File: src/rtl/ctrl_pkg.sv
package ctrl_pkg;
    localparam int DW        = 32;
    localparam int BIT_RST   = 0;
    localparam int BIT_EN    = 1;
    localparam int CFG_LO    = 2;
    localparam int CFG_W     = 21;
    localparam int CFG_HI    = CFG_LO + CFG_W - 1;
    localparam int RSVD_W    = DW - CFG_HI - 1;

    // packed MSB first: lsb_first sits at bit 22, mode at bits 4:2
    typedef struct packed {
        logic       lsb_first;
        logic       clk_inv;
        logic       sync_mode;
        logic [3:0] frame;
        logic [1:0] samp_adj;
        logic [1:0] rx_pad;
        logic [1:0] tx_pad;
        logic [2:0] samp_rate;
        logic       ovf_now;
        logic       run_idle;
        logic [2:0] mode;
    } cfg_t;

    localparam logic [7:0] ADDR_CTRL = 8'h00;
    localparam logic [7:0] ADDR_BUSY = 8'h04;
endpackage

File: src/rtl/ctrl_sync.sv
module ctrl_sync #(
    parameter int CYCLES = 3
) (
    input  logic clk,
    input  logic rst_n,
    input  logic start,
    input  logic abort,
    output logic busy,
    output logic done
);
    localparam int CW = (CYCLES > 1) ? $clog2(CYCLES) : 1;
    localparam logic [CW-1:0] LAST = CW'(CYCLES - 1);

    typedef struct packed {
        logic          busy;
        logic [CW-1:0] cnt;
    } st_t;

    st_t s_d, s_q;
    logic fin;

    always_comb begin
        s_d  = s_q;
        fin  = s_q.busy && (s_q.cnt == LAST);
        done = fin && !start && !abort;
        if (abort) begin
            s_d.busy = 1'b0;
            s_d.cnt  = '0;
        end else if (start) begin
            s_d.busy = 1'b1;
            s_d.cnt  = '0;
        end else if (fin) begin
            s_d.busy = 1'b0;
            s_d.cnt  = '0;
        end else if (s_q.busy) begin
            s_d.cnt = s_q.cnt + 1'b1;
        end
    end

    always_ff @(posedge clk or negedge rst_n) begin
        if (!rst_n) s_q <= '0;
        else        s_q <= s_d;
    end

    assign busy = s_q.busy;
endmodule

File: src/rtl/ctrl_fields.sv
module ctrl_fields
    import ctrl_pkg::*;
(
    input  logic          clk,
    input  logic          rst_n,
    input  logic          wr,
    input  logic [DW-1:0] wdata,
    output cfg_t          cfg,
    output logic          enable,
    output logic          rst_start,
    output logic          en_start
);
    typedef struct packed {
        cfg_t cfg;
        logic en;
    } fld_t;

    fld_t f_d, f_q;

    always_comb begin
        f_d       = f_q;
        rst_start = 1'b0;
        en_start  = 1'b0;
        if (wr) begin
            if (wdata[BIT_RST]) begin
                rst_start = 1'b1;
                f_d       = '0;
            end else begin
                if (!f_q.en) f_d.cfg = cfg_t'(wdata[CFG_HI:CFG_LO]);
                f_d.en   = wdata[BIT_EN];
                en_start = wdata[BIT_EN] != f_q.en;
            end
        end
    end

    always_ff @(posedge clk or negedge rst_n) begin
        if (!rst_n) f_q <= '0;
        else        f_q <= f_d;
    end

    assign cfg    = f_q.cfg;
    assign enable = f_q.en;
endmodule

File: src/rtl/ctrl_reg.sv
module ctrl_reg
    import ctrl_pkg::*;
#(
    parameter int AW          = 4,
    parameter int SYNC_CYCLES = 3
) (
    input  logic          clk,
    input  logic          rst_n,
    input  logic          psel,
    input  logic          penable,
    input  logic          pwrite,
    input  logic [AW-1:0] paddr,
    input  logic [31:0]   pwdata,
    output logic [31:0]   prdata,
    output logic          pready,
    output logic          pslverr,
    output logic [31:0]   cfg_word,
    output logic          core_en,
    output logic          core_rst
);
    localparam logic [AW-1:0] A_CTRL = AW'(ADDR_CTRL);
    localparam logic [AW-1:0] A_BUSY = AW'(ADDR_BUSY);

    logic  access, wr_ctrl;
    logic  rst_start, en_start;
    logic  rst_busy, rst_done;
    logic  en_busy, en_done;
    logic  enable;
    cfg_t  cfg;
    logic  cen_d, cen_q;

    assign access  = psel && penable;
    assign wr_ctrl = access && pwrite && (paddr == A_CTRL) && !rst_busy;

    ctrl_fields u_fields (
        .clk       (clk),
        .rst_n     (rst_n),
        .wr        (wr_ctrl),
        .wdata     (pwdata),
        .cfg       (cfg),
        .enable    (enable),
        .rst_start (rst_start),
        .en_start  (en_start)
    );

    ctrl_sync #(.CYCLES(SYNC_CYCLES)) u_sync_rst (
        .clk   (clk),
        .rst_n (rst_n),
        .start (rst_start),
        .abort (1'b0),
        .busy  (rst_busy),
        .done  (rst_done)
    );

    ctrl_sync #(.CYCLES(SYNC_CYCLES)) u_sync_en (
        .clk   (clk),
        .rst_n (rst_n),
        .start (en_start),
        .abort (rst_start),
        .busy  (en_busy),
        .done  (en_done)
    );

    always_comb begin
        cen_d = cen_q;
        if (rst_start)    cen_d = 1'b0;
        else if (en_done) cen_d = enable;
    end

    always_ff @(posedge clk or negedge rst_n) begin
        if (!rst_n) cen_q <= 1'b0;
        else        cen_q <= cen_d;
    end

    always_comb begin
        prdata = '0;
        if (paddr == A_CTRL) begin
            if (rst_busy) prdata = 32'h1;
            else          prdata = {{RSVD_W{1'b0}}, cfg, enable, 1'b0};
        end else if (paddr == A_BUSY) begin
            prdata = {30'b0, en_busy, rst_busy};
        end
    end

    assign pready   = 1'b1;
    assign pslverr  = access && pwrite && rst_busy;
    assign cfg_word = {{RSVD_W{1'b0}}, cfg, enable, 1'b0};
    assign core_en  = cen_q;
    assign core_rst = rst_busy;
endmodule

File: config.mk
export PLATFORM = sky130hd
export DESIGN_NAME = ctrl_reg
export DESIGN_NICKNAME = d
export VERILOG_FILES = /design/src/rtl/ctrl_pkg.sv /design/src/rtl/ctrl_sync.sv /design/src/rtl/ctrl_fields.sv /design/src/rtl/ctrl_reg.sv
export SDC_FILE = /design/constraint.sdc
export NUM_CORES = 1
export LEC_CHECK = 0
export ABC_AREA = 1
export BUFFER_PORTS_ARGS = -buffer_cell sky130_fd_sc_hd__buf_2
export CORE_ASPECT_RATIO = 0.6
export CORE_UTILIZATION = 30
export DETAILED_ROUTE_END_ITERATION = 8
export GPL_ROUTABILITY_DRIVEN = 0
export PLACE_DENSITY = 0.71
export SETUP_SLACK_MARGIN = 0.2
export SLEW_MARGIN = 10
export SYNTH_ARGS = -nofsm -noshare
export SYNTH_HDL_FRONTEND = slang
export SYNTH_SLANG_ARGS = --single-unit
File: constraint.sdc
create_clock -name clk -period 1.6 [get_ports clk]
set_clock_uncertainty 0.05 [all_clocks]
set_input_delay 0.08 -clock clk [delete_from_list [all_inputs] [get_ports clk]]
set_output_delay 0.08 -clock clk [all_outputs]
set_load 0.01 [all_outputs]
Yosys cells after proc, flatten, opt, wreduce, memory -nomap -nowiden
Cells that the tools add are included.
{"block": "classes", "n_mux": 20, "div": 0, "n_eq_ne": 5, "bitwise_logic": 0, "mul": 0, "add_sub_neg": 2, "n_lt_le_gt_ge": 0, "shifts": 0, "reduce_logical": 19}
{"operator": "$mux W32", "n": 1}
{"operator": "$mux W23", "n": 1}
{"operator": "$mux W22", "n": 1}
{"operator": "$mux W21", "n": 1}
{"operator": "$mux W2", "n": 5}
{"operator": "$logic_and A1 B1 Y1", "n": 9}
{"operator": "$mux W3", "n": 3}
{"operator": "$mux W1", "n": 8}
{"operator": "$reduce_bool A3 Y1", "n": 2}
{"operator": "$add A2 B1 Y2 const B", "n": 2}
{"operator": "$eq A2 B2 Y1 const B", "n": 2}
{"operator": "$eq A4 B3 Y1 const B", "n": 1}
{"operator": "$logic_not A4 Y1", "n": 1}
{"operator": "$reduce_bool A2 Y1", "n": 2}
{"operator": "$reduce_bool A4 Y1", "n": 1}
{"operator": "$logic_not A1 Y1", "n": 3}
{"operator": "$ne A2 B2 Y1 const B", "n": 1}
{"operator": "$reduce_and A2 Y1", "n": 1}
{"operator": "$ne A1 B1 Y1", "n": 1}
{"block": "word_totals", "ff_bits": 29, "mem_count": 0, "mem_bits_ro": 0, "latchBits": 0, "input_bits": 41, "ramBits": 0, "out_inout_bits": 68}

Logic depth before layout (Yosys ltp)
Gate-level depths: netlist (run 1).
{"block": "logic_depth", "depth_word": 10, "depth_mapped": 7, "mapped_depth_nobuf": 7}

Cells and area by module
Synthesis (run 1) repeated with hierarchy kept, for this count alone.
{"block": "hier_totals", "hier_cells": 237, "area_unflattened_um2": 1890.6}
{"module": "ctrl_fields", "seq_area_each_um2": 550.5, "instances": 1, "area_per_inst_um2": 1051.0, "cells_per_inst": 108}
{"module": "ctrl_reg", "seq_area_each_um2": 25.0, "instances": 1, "area_per_inst_um2": 526.8, "cells_per_inst": 87}
{"module": "ctrl_sync", "seq_area_each_um2": 75.1, "instances": 2, "area_per_inst_um2": 156.4, "cells_per_inst": 21}

Worst setup path before layout (run 1)
OpenSTA, ideal clock, no wires.
{"block": "synth_timing", "kind": "reg-to-reg", "start": "register u_sync_rst.s_q (netlist bit u_sync_rst.busy)", "end": "register u_fields.f_q (netlist bit u_fields.cfg[10])", "setup_ns": 0.120, "path_slack_ns": 0.287, "period_less_slack_ns": 1.313, "path_buffers": 1, "t_required_ns": 1.430, "arrival_time_ns": 1.143, "path_stages_with_launch": 7, "path_cell_list": "dfrtp_1 inv_2 nand3_4 nor2_8 o21a_4 buf_12 o21ai_2"}
{"block": "synth_via", "elab_chain_len": 3}
{"item": "start: declaration", "line_no": "ctrl_sync.sv:19", "rtl": "st_t s_d, s_q;"}
{"item": "start signal: assignment", "line_no": "ctrl_sync.sv:41", "rtl": "if (!rst_n) s_q <= '0;"}
{"item": "start signal: assignment", "line_no": "ctrl_sync.sv:42", "rtl": "else s_q <= s_d;"}
{"item": "$logic_not A1 Y1", "line_no": "ctrl_reg.sv:33", "rtl": "assign wr_ctrl = access && pwrite && (paddr == A_CTRL) && !rst_busy;"}
{"item": "$logic_and A1 B1 Y1", "line_no": "ctrl_reg.sv:33"}
{"item": "$reduce_and A2 Y1 (no line)"}
{"item": "end signal: assignment", "line_no": "ctrl_fields.sv:37", "rtl": "if (!rst_n) f_q <= '0;"}
{"item": "end signal: assignment", "line_no": "ctrl_fields.sv:38", "rtl": "else f_q <= f_d;"}
{"item": "end: declaration", "line_no": "ctrl_fields.sv:18", "rtl": "fld_t f_d, f_q;"}
No other way between the ends.
A chain may end at the register's enable or synchronous reset.

Worst setup path after layout (run 1)
{"block": "layout_timing", "start": "register u_sync_rst.s_q (netlist bit u_sync_rst.busy)", "end": "output port prdata[1]"}
{"block": "layout_via", "elab_chain_len": 2}
{"item": "$mux W23", "line_no": "ctrl_reg.sv:78", "rtl": "if (rst_busy) prdata = 32'h1;"}
{"item": "$mux W32", "line_no": "ctrl_reg.sv:77", "rtl": "if (paddr == A_CTRL) begin"}
{"item": "end: declaration", "line_no": "ctrl_reg.sv:14", "rtl": "output logic [31:0] prdata,"}
No other way between the ends.

==> results of run 1 <==
[worst max-delay path, cell delays in order (launching register included)]
cell and delay [ns]:
dfrtp_1 0.38, inv_2 0.08, nand3_4 0.12, buf_12 0.18, o32ai_2 0.10, buf_2 0.18
[metrics by stage]
stage,util (%),instance area [µm²],total power [mW],setup WS [ns],std cells
2_1_floorplan,-,1774,1.394,0.2873,213
3_3_place_gp,39.38,2069,1.595,0.1689,334
3_5_place_dp,39.38,2069,1.618,0.1278,334
4_1_cts,41.74,2193,2.246,0.1038,344
5_1_grt,42.10,2212,2.371,0.07413,344
6_report,42.10,2212,2.219,0.1526,344
[layout make-up]
type / count / area (µm²) / area share (%)
repair buffers: 89 / 489.2 / 22.12
multi-input cells: 121 / 708.2 / 32.01
inverters: 32 / 120.1 / 5.430
clock buffers: 7 / 86.33 / 3.903
flip-flops and latches: 29 / 725.7 / 32.81
well taps: 66 / 82.58 / 3.733
[sequential cells by signal (all words and copies together) (netlist names)]
signal / flops
u_fields.enable: 1
u_sync_en.s_q: 2
u_sync_rst.s_q: 2
u_fields.cfg: 21
core_en: 1
u_sync_rst.busy: 1
u_sync_en.busy: 1
[metal layers]
layer	vias up	track usage (%)	wire length [µm]
met5	-	0	0
li1	761	-	-
met2	57	24.60	2030
met3	0	5.069	304
met1	730	19.76	2067
met4	0	3.782	0
[cells by family (layout without fill, tap and decap cells)]
group                     count (synthesis)  count (layout)
AOI/OAI and AO/OA                        29              29
xor gates and xnor gates                  2               2
buffers and inverters                    63             128
DFF                                      29              29
other                                     2              20
and+or+nand+nor                          70              70
[power by group]
group | leakage (nW) | switching, mW | total (mW) | internal [mW]
logic | 0.899 | 0.383 | 0.648 | 0.266
clock network | 0.0443 | 0.258 | 0.598 | 0.341
registers | 0.308 | 0.0891 | 0.972 | 0.883
[layout by cell type, fill, tap and decap left out, types with 2 or more instances in the layout]
cell type  instances
nand3_1            7
buf_2             79
inv_1             31
o21ai_2           20
nand2_1            7
xnor2_1            2
nand4_1           23
buf_4              7
a21oi_1            2
conb_1            20
clkbuf_8           6
nor2_2             2
dfrtp_1           29
o21ai_0            5
nor2_1            26
[worst paths after layout]
path / startpoint / end / slack [ns] / cells after the start
min: pwdata[21] / u_fields.cfg[19] / 0.03 / 3
max reg2reg: u_sync_rst.busy / u_fields.cfg[14] / 0.21 / 5
min reg2reg: u_sync_rst.s_q[0] / u_sync_rst.s_q[0] / 0.44 / 1
max: u_sync_rst.busy / prdata[1] / 0.15 / 5
min in group asynchronous: rst_n / u_fields.cfg[20] / 0.33 / 2
max in group asynchronous: rst_n / u_fields.cfg[2] / 0.73 / 2
[what timing repair did]
action | CTS | global route
resized for setup | 3 | 4
hold endpoints to repair | 29 | 0
buffers inserted | 2 | 0
pin swaps | 0 | 2
setup endpoints to repair | 44 | 37
hold buffers | 1 | 0
[synth_stat cells, types with 4 or more instances]
cell / n
buf_4: 23
clkbuf_1: 4
dfrtp_1: 29
inv_1: 31
nand2_1: 8
nand3_1: 8
nand4_1: 23
nor2_1: 26
o21ai_0: 5
o21ai_2: 20
==> out/qor.yml, run 1 <==
timing:
  slew_viol_final: 0
  final_hold_viol_count: 0
  relSlewSlack_pct: 54.70
  tightest_slew_ns: 0.6795
  max_freq_mhz: 690.9
  final.min_clock_period_ns: 1.447
  grt_setup_unrepaired: "yes"
  finalCritPeriodShare_pct: 90.46
  holdWs_ns: 0.02915
  tns_ns: 0
  finalSetupViolations: 0
clock_tree:
  numCtsBuffers: 5
  htree_levels: 2
  clock_tree.buffer_depth: 2
  clk_latency_ns: 0.27
  cts_sinks: 29
  cts_tree: "built"
  clockRootBuffer: "clkbuf_8"
  clk_pin_slew_ns: 0.06
layout:
  drive_gt1_share_pct: 44.24
  fin_nets: 319
  area_growth_pct: 29.62
  fillCellCount: 556
  diodes: 0
power:
  powerDensity_nw_per_um2: 1003
  leakage_nw: 1.251
  ir_drop_v: 0.0003927
logic_synthesis:
  ys_ff_latch: 29
  synth_cells: 195
  synth_top_area_share_pct: 42.52
  synthXorXnorAreaFrac_pct: 1.026
  synth.largest_area_cell: "dfrtp_1"
  synth_edf_count: 0
  ys.flop_type: "dfrtp_1"
  async_flop_share_pct: 100.0
  synth_top_family_by_area: "simple AND/OR/NAND/NOR gates"
  synth-compound-area-share_pct: 13.71
  syn_area_um2: 1707
  synth_area_leaders: "dfrtp_1, o21ai_2, buf_4"
  ys_warn_count: 0
  synth_mux_area_share_pct: 0
  ys_seq_area_share_pct: 42.52
  synthSimpleGateAreaFrac_pct: 21.48
  synth_cell_types: 22
  synth-adder-area-share_pct: 0
  avgSynthCellArea_um2: 8.752
route:
  wl_per_cell_um: 12.80
  ant_nets: 0
  drtIter0Drc: 31
  drc: 0
  viasPerCell: 4.500
  wirelength_mm: 4.402
  dr.pass1.iters: 4
  dr_total_vias: 1548
job:
  drv_cap: 0
setup_path:
  worst_setup_path_start_kind: "flop"
  critPathRequiredTime_ns: 1.47
  crit_path_end_kind: "primary output"
  cp_max_fo: 22
  critPathKind: "flop to primary output"
  cp.arrival_ns: 1.32
die:
  die_area_um2: 6004
  ios: 109
  die-height_um: 60.43
  rows: 20
  die_w_um: 99.37
  start_util_pct: 32.48
  core_area_um2: 5255
worst_hold_path:
  hold_path.class: "input port to flop"
global_route:
  grt.total_usage_pct: 15.11
  grt_max_degree: 30
  gr-total-overflow: 0
  antenna_found_initial: 0
  grt_pass1_vias: 1410
  grt_first_pass_wirelength_mm: 6.831
run_status:
  status: "completed"
place:
  io_buffers: 79
  dp_hpwl_mm: 3.263
Power figures use the tool's default switching activity.
==> run 2: changes to the inputs <==
--- a/config.mk
+++ b/config.mk
@@ -10,2 +10,3 @@
 export CORE_ASPECT_RATIO = 0.6
+export CORE_MARGIN = 8
 export CORE_UTILIZATION = 30
@@ -13,2 +14,3 @@
 export GPL_ROUTABILITY_DRIVEN = 0
+export MAX_ROUTING_LAYER = met4
 export PLACE_DENSITY = 0.71
==> constraint.sdc (replaced) <==
create_clock -name clk -period 1.6 [get_ports clk]
set_clock_uncertainty 0.05 [all_clocks]
set_input_delay 0.16 -clock clk [delete_from_list [all_inputs] [get_ports clk]]
set_output_delay 0.16 -clock clk [all_outputs]
set_load 0.01 [all_outputs]
==> out/qor.yml, run 2 (synthesis gave the netlist of run 1 again) <==
die:
  ios: 109  # unchanged
  die_w_um: 113.4  # +14%
  die_area_um2: 8438  # +41%
  rows: 21  # +5.0%
  die-height_um: 74.43  # +23%
  start_util_pct: 30.78  # -1.7 points
  core_area_um2: 5544  # +5.5%
clock_tree:
  clk_latency_ns: 0.27  # about the same
  clock_tree.buffer_depth: 2  # unchanged
  clk_pin_slew_ns: 0.06  # about the same
  numCtsBuffers: 5  # unchanged
  cts_tree: "built"
  clockRootBuffer: "clkbuf_8"
  cts_sinks: 29  # unchanged
  htree_levels: 2  # unchanged
route:
  drtIter0Drc: 59  # +90%
  viasPerCell: 4.205  # -6.5%
  dr_total_vias: 1556  # +0.52%
  drc: 0  # unchanged
  ant_nets: 0  # unchanged
  dr.pass1.iters: 4  # unchanged
  wirelength_mm: 5.198  # +18%
  wl_per_cell_um: 14.05  # +9.8%
setup_path:
  cp_num_cells: 7  # +2
  critPathRequiredTime_ns: 1.71  # +0.24 ns
  slowest_delay_ns: 0.40  # +0.02 ns
  cp_top_family: "buffers and inverters"
  r2r-end: "u_fields.cfg[17]"
  cp_max_fo: 5  # -77%
  rrSetupSlack_ns: 0.08  # -0.13 ns
  crit_path_start: "u_sync_rst.busy"
  crit_path_end_kind: "flop"
  worst_r2r_startpoint: "u_sync_rst.busy"
  worst_setup_path_start_kind: "flop"
  crit_chain: "inv_2, nand3_4, buf_4, nor2_8, o21a_4, clkbuf_16, o21ai_2"
  critPathKind: "flop to flop"
  cp.arrival_ns: 1.63  # +0.31 ns
  timing.critical_path.to: "u_fields.cfg[17]"
  rr_worst_depth: 7  # +2
  path_buf_inv: 3  # unchanged
  cp_slowest_cell: "dfrtp_1"
power:
  powerDensity_nw_per_um2: 927.3  # -7.6%
  ir_drop_v: 0.0002943  # -25%
  p_clk_share_pct: 25.8  # -1.2 points
  leakage_nw: 1.312  # +4.9%
  p_switching_mw: 0.7346  # +0.67%
  p_sw_share_pct: 33.40  # +0.51 points
  seq_power_share_pct: 44.0  # +0.2 points
  cell_internal_pwr_mw: 1.465  # -1.6%
  p_comb_share_pct: 30.1  # +0.9 points
place:
  dp_hpwl_mm: 3.687  # +13%
  dp.cells: 348  # +4.2%
  dpl_worst_slack_ns: 0.1165  # -0.01128 ns
  io_buffers: 79  # unchanged
timing:
  tns_ns: 0  # unchanged
  finalCritPeriodShare_pct: 95.31  # +4.8 points
  timing.final.ws_setup_ns: 0.07509  # -0.07753 ns
  holdWs_ns: 0.1075  # +0.07831 ns
  final_hold_viol_count: 0  # unchanged
  final.min_clock_period_ns: 1.525  # +0.07753 ns
  tightest_slew_ns: 0.6735  # -0.005962 ns
  max_freq_mhz: 655.8  # -5.1%
  relSlewSlack_pct: 55.10  # +0.40 points
  grt_setup_unrepaired: "yes"
  slew_viol_final: 0  # unchanged
  finalSetupViolations: 0  # unchanged
layout:
  drive_gt1_share_pct: 46.55  # +2.3 points
  layout_common_cells: "buf_2, inv_1, dfrtp_1"
  largest_reg_flops: 21  # unchanged
  fin_nets: 330  # +3.4%
  final_common_cell: "buf_2"
  diodes: 0  # unchanged
  area_growth_pct: 39.00
  instances_no_fill: 370  # +7.6%
job:
  drv_cap: 0  # unchanged
global_route:
  grt_util_met1_pct: 14.04  # -5.7 points
  top_usage_layer: "met2"
  grt_first_pass_wirelength_mm: 7.652  # +12%
  grtUsageMet2_pct: 18.96  # -5.6 points
  gr-usage-met3_pct: 4.700  # -0.37 points
  grt_max_degree: 30  # unchanged
  grt_pass1_vias: 1589  # +13%
  grt.total_usage_pct: 11.91  # -3.2 points
  gr-total-overflow: 0  # unchanged
  antenna_found_initial: 0  # unchanged
worst_hold_path:
  hold_path.class: "input port to flop"
run_status:
  status: "completed"
-- run 2: cell types whose count changed in the layout (fill, tap and decap cells not counted), sizes merged --
cell / delta
buf: +9
clkbuf: +3
-- run 2: worst min-delay path by stage --
stage,from,endpoint,slack (ns),cells past startpoint
global placement,rst_n,u_fields.cfg[15],0.18,1
global route,pwdata[15],u_fields.cfg[13],0.10,3
floorplan,rst_n,core_en,-0.19,0
CTS,pwdata[18],u_fields.cfg[16],0.1,3
detailed placement,rst_n,u_sync_rst.s_q[0],0.19,1
finish,pwdata[18],u_fields.cfg[16],0.11,3
-- run 2: repair_timing --
action	CTS	global route
hold buffers	1	0
setup endpoints to repair	44	52
buffers inserted	6	4
pin swaps	0	3
hold endpoints to repair	29	0
cloned	0	3
gates resized for setup	6	6
-- run 2: per-stage QoR --
stage / instance area (µm²) / utilization (%) / power, mW
6_report: 2372 / 42.79 / 2.200
5_1_grt: 2372 / 42.79 / 2.364
4_1_cts: 2261 / 40.78 / 2.230
3_5_place_dp: 2100 / 37.87 / 1.616
3_3_place_gp: 2100 / 37.87 / 1.603
2_1_floorplan: 1774 / - / 1.394
-- run 2: worst reg2reg max path: stages (launching register included) --
cell and delay (ns):
dfrtp_1 0.40, inv_2 0.10, nand3_4 0.12, buf_4 0.18, nor2_8 0.12, o21a_4 0.22
clkbuf_16 0.18, o21ai_2 0.05
-- run 2: final cells by class --
type | instances | area, µm²
Clock buffer | 8 | 80.08
Multi-Input combinational cell | 121 | 720.7
Timing Repair Buffer | 100 | 625.6
Fill cell | 585 | 3172
Tap cell | 80 | 100.1
Inverter | 32 | 120.1
Sequential cell | 29 | 725.7
-- run 2: power groups by stage --
stage          Combinational (mW)  Sequential, mW  Clock (mW)
6_report                    0.663           0.969       0.568
5_1_grt                     0.748           0.989       0.626
4_1_cts                     0.658           0.971       0.602
3_5_place_dp                0.633           0.984           0
3_3_place_gp                0.624           0.979           0
2_1_floorplan               0.371            1.02           0
-- run 2: routing by layer --
layer	vias to the layer above	wire length [µm]
met5	-	0
met4	0	15
met3	2	404
met2	55	2397
met1	718	2381
li1	781	-
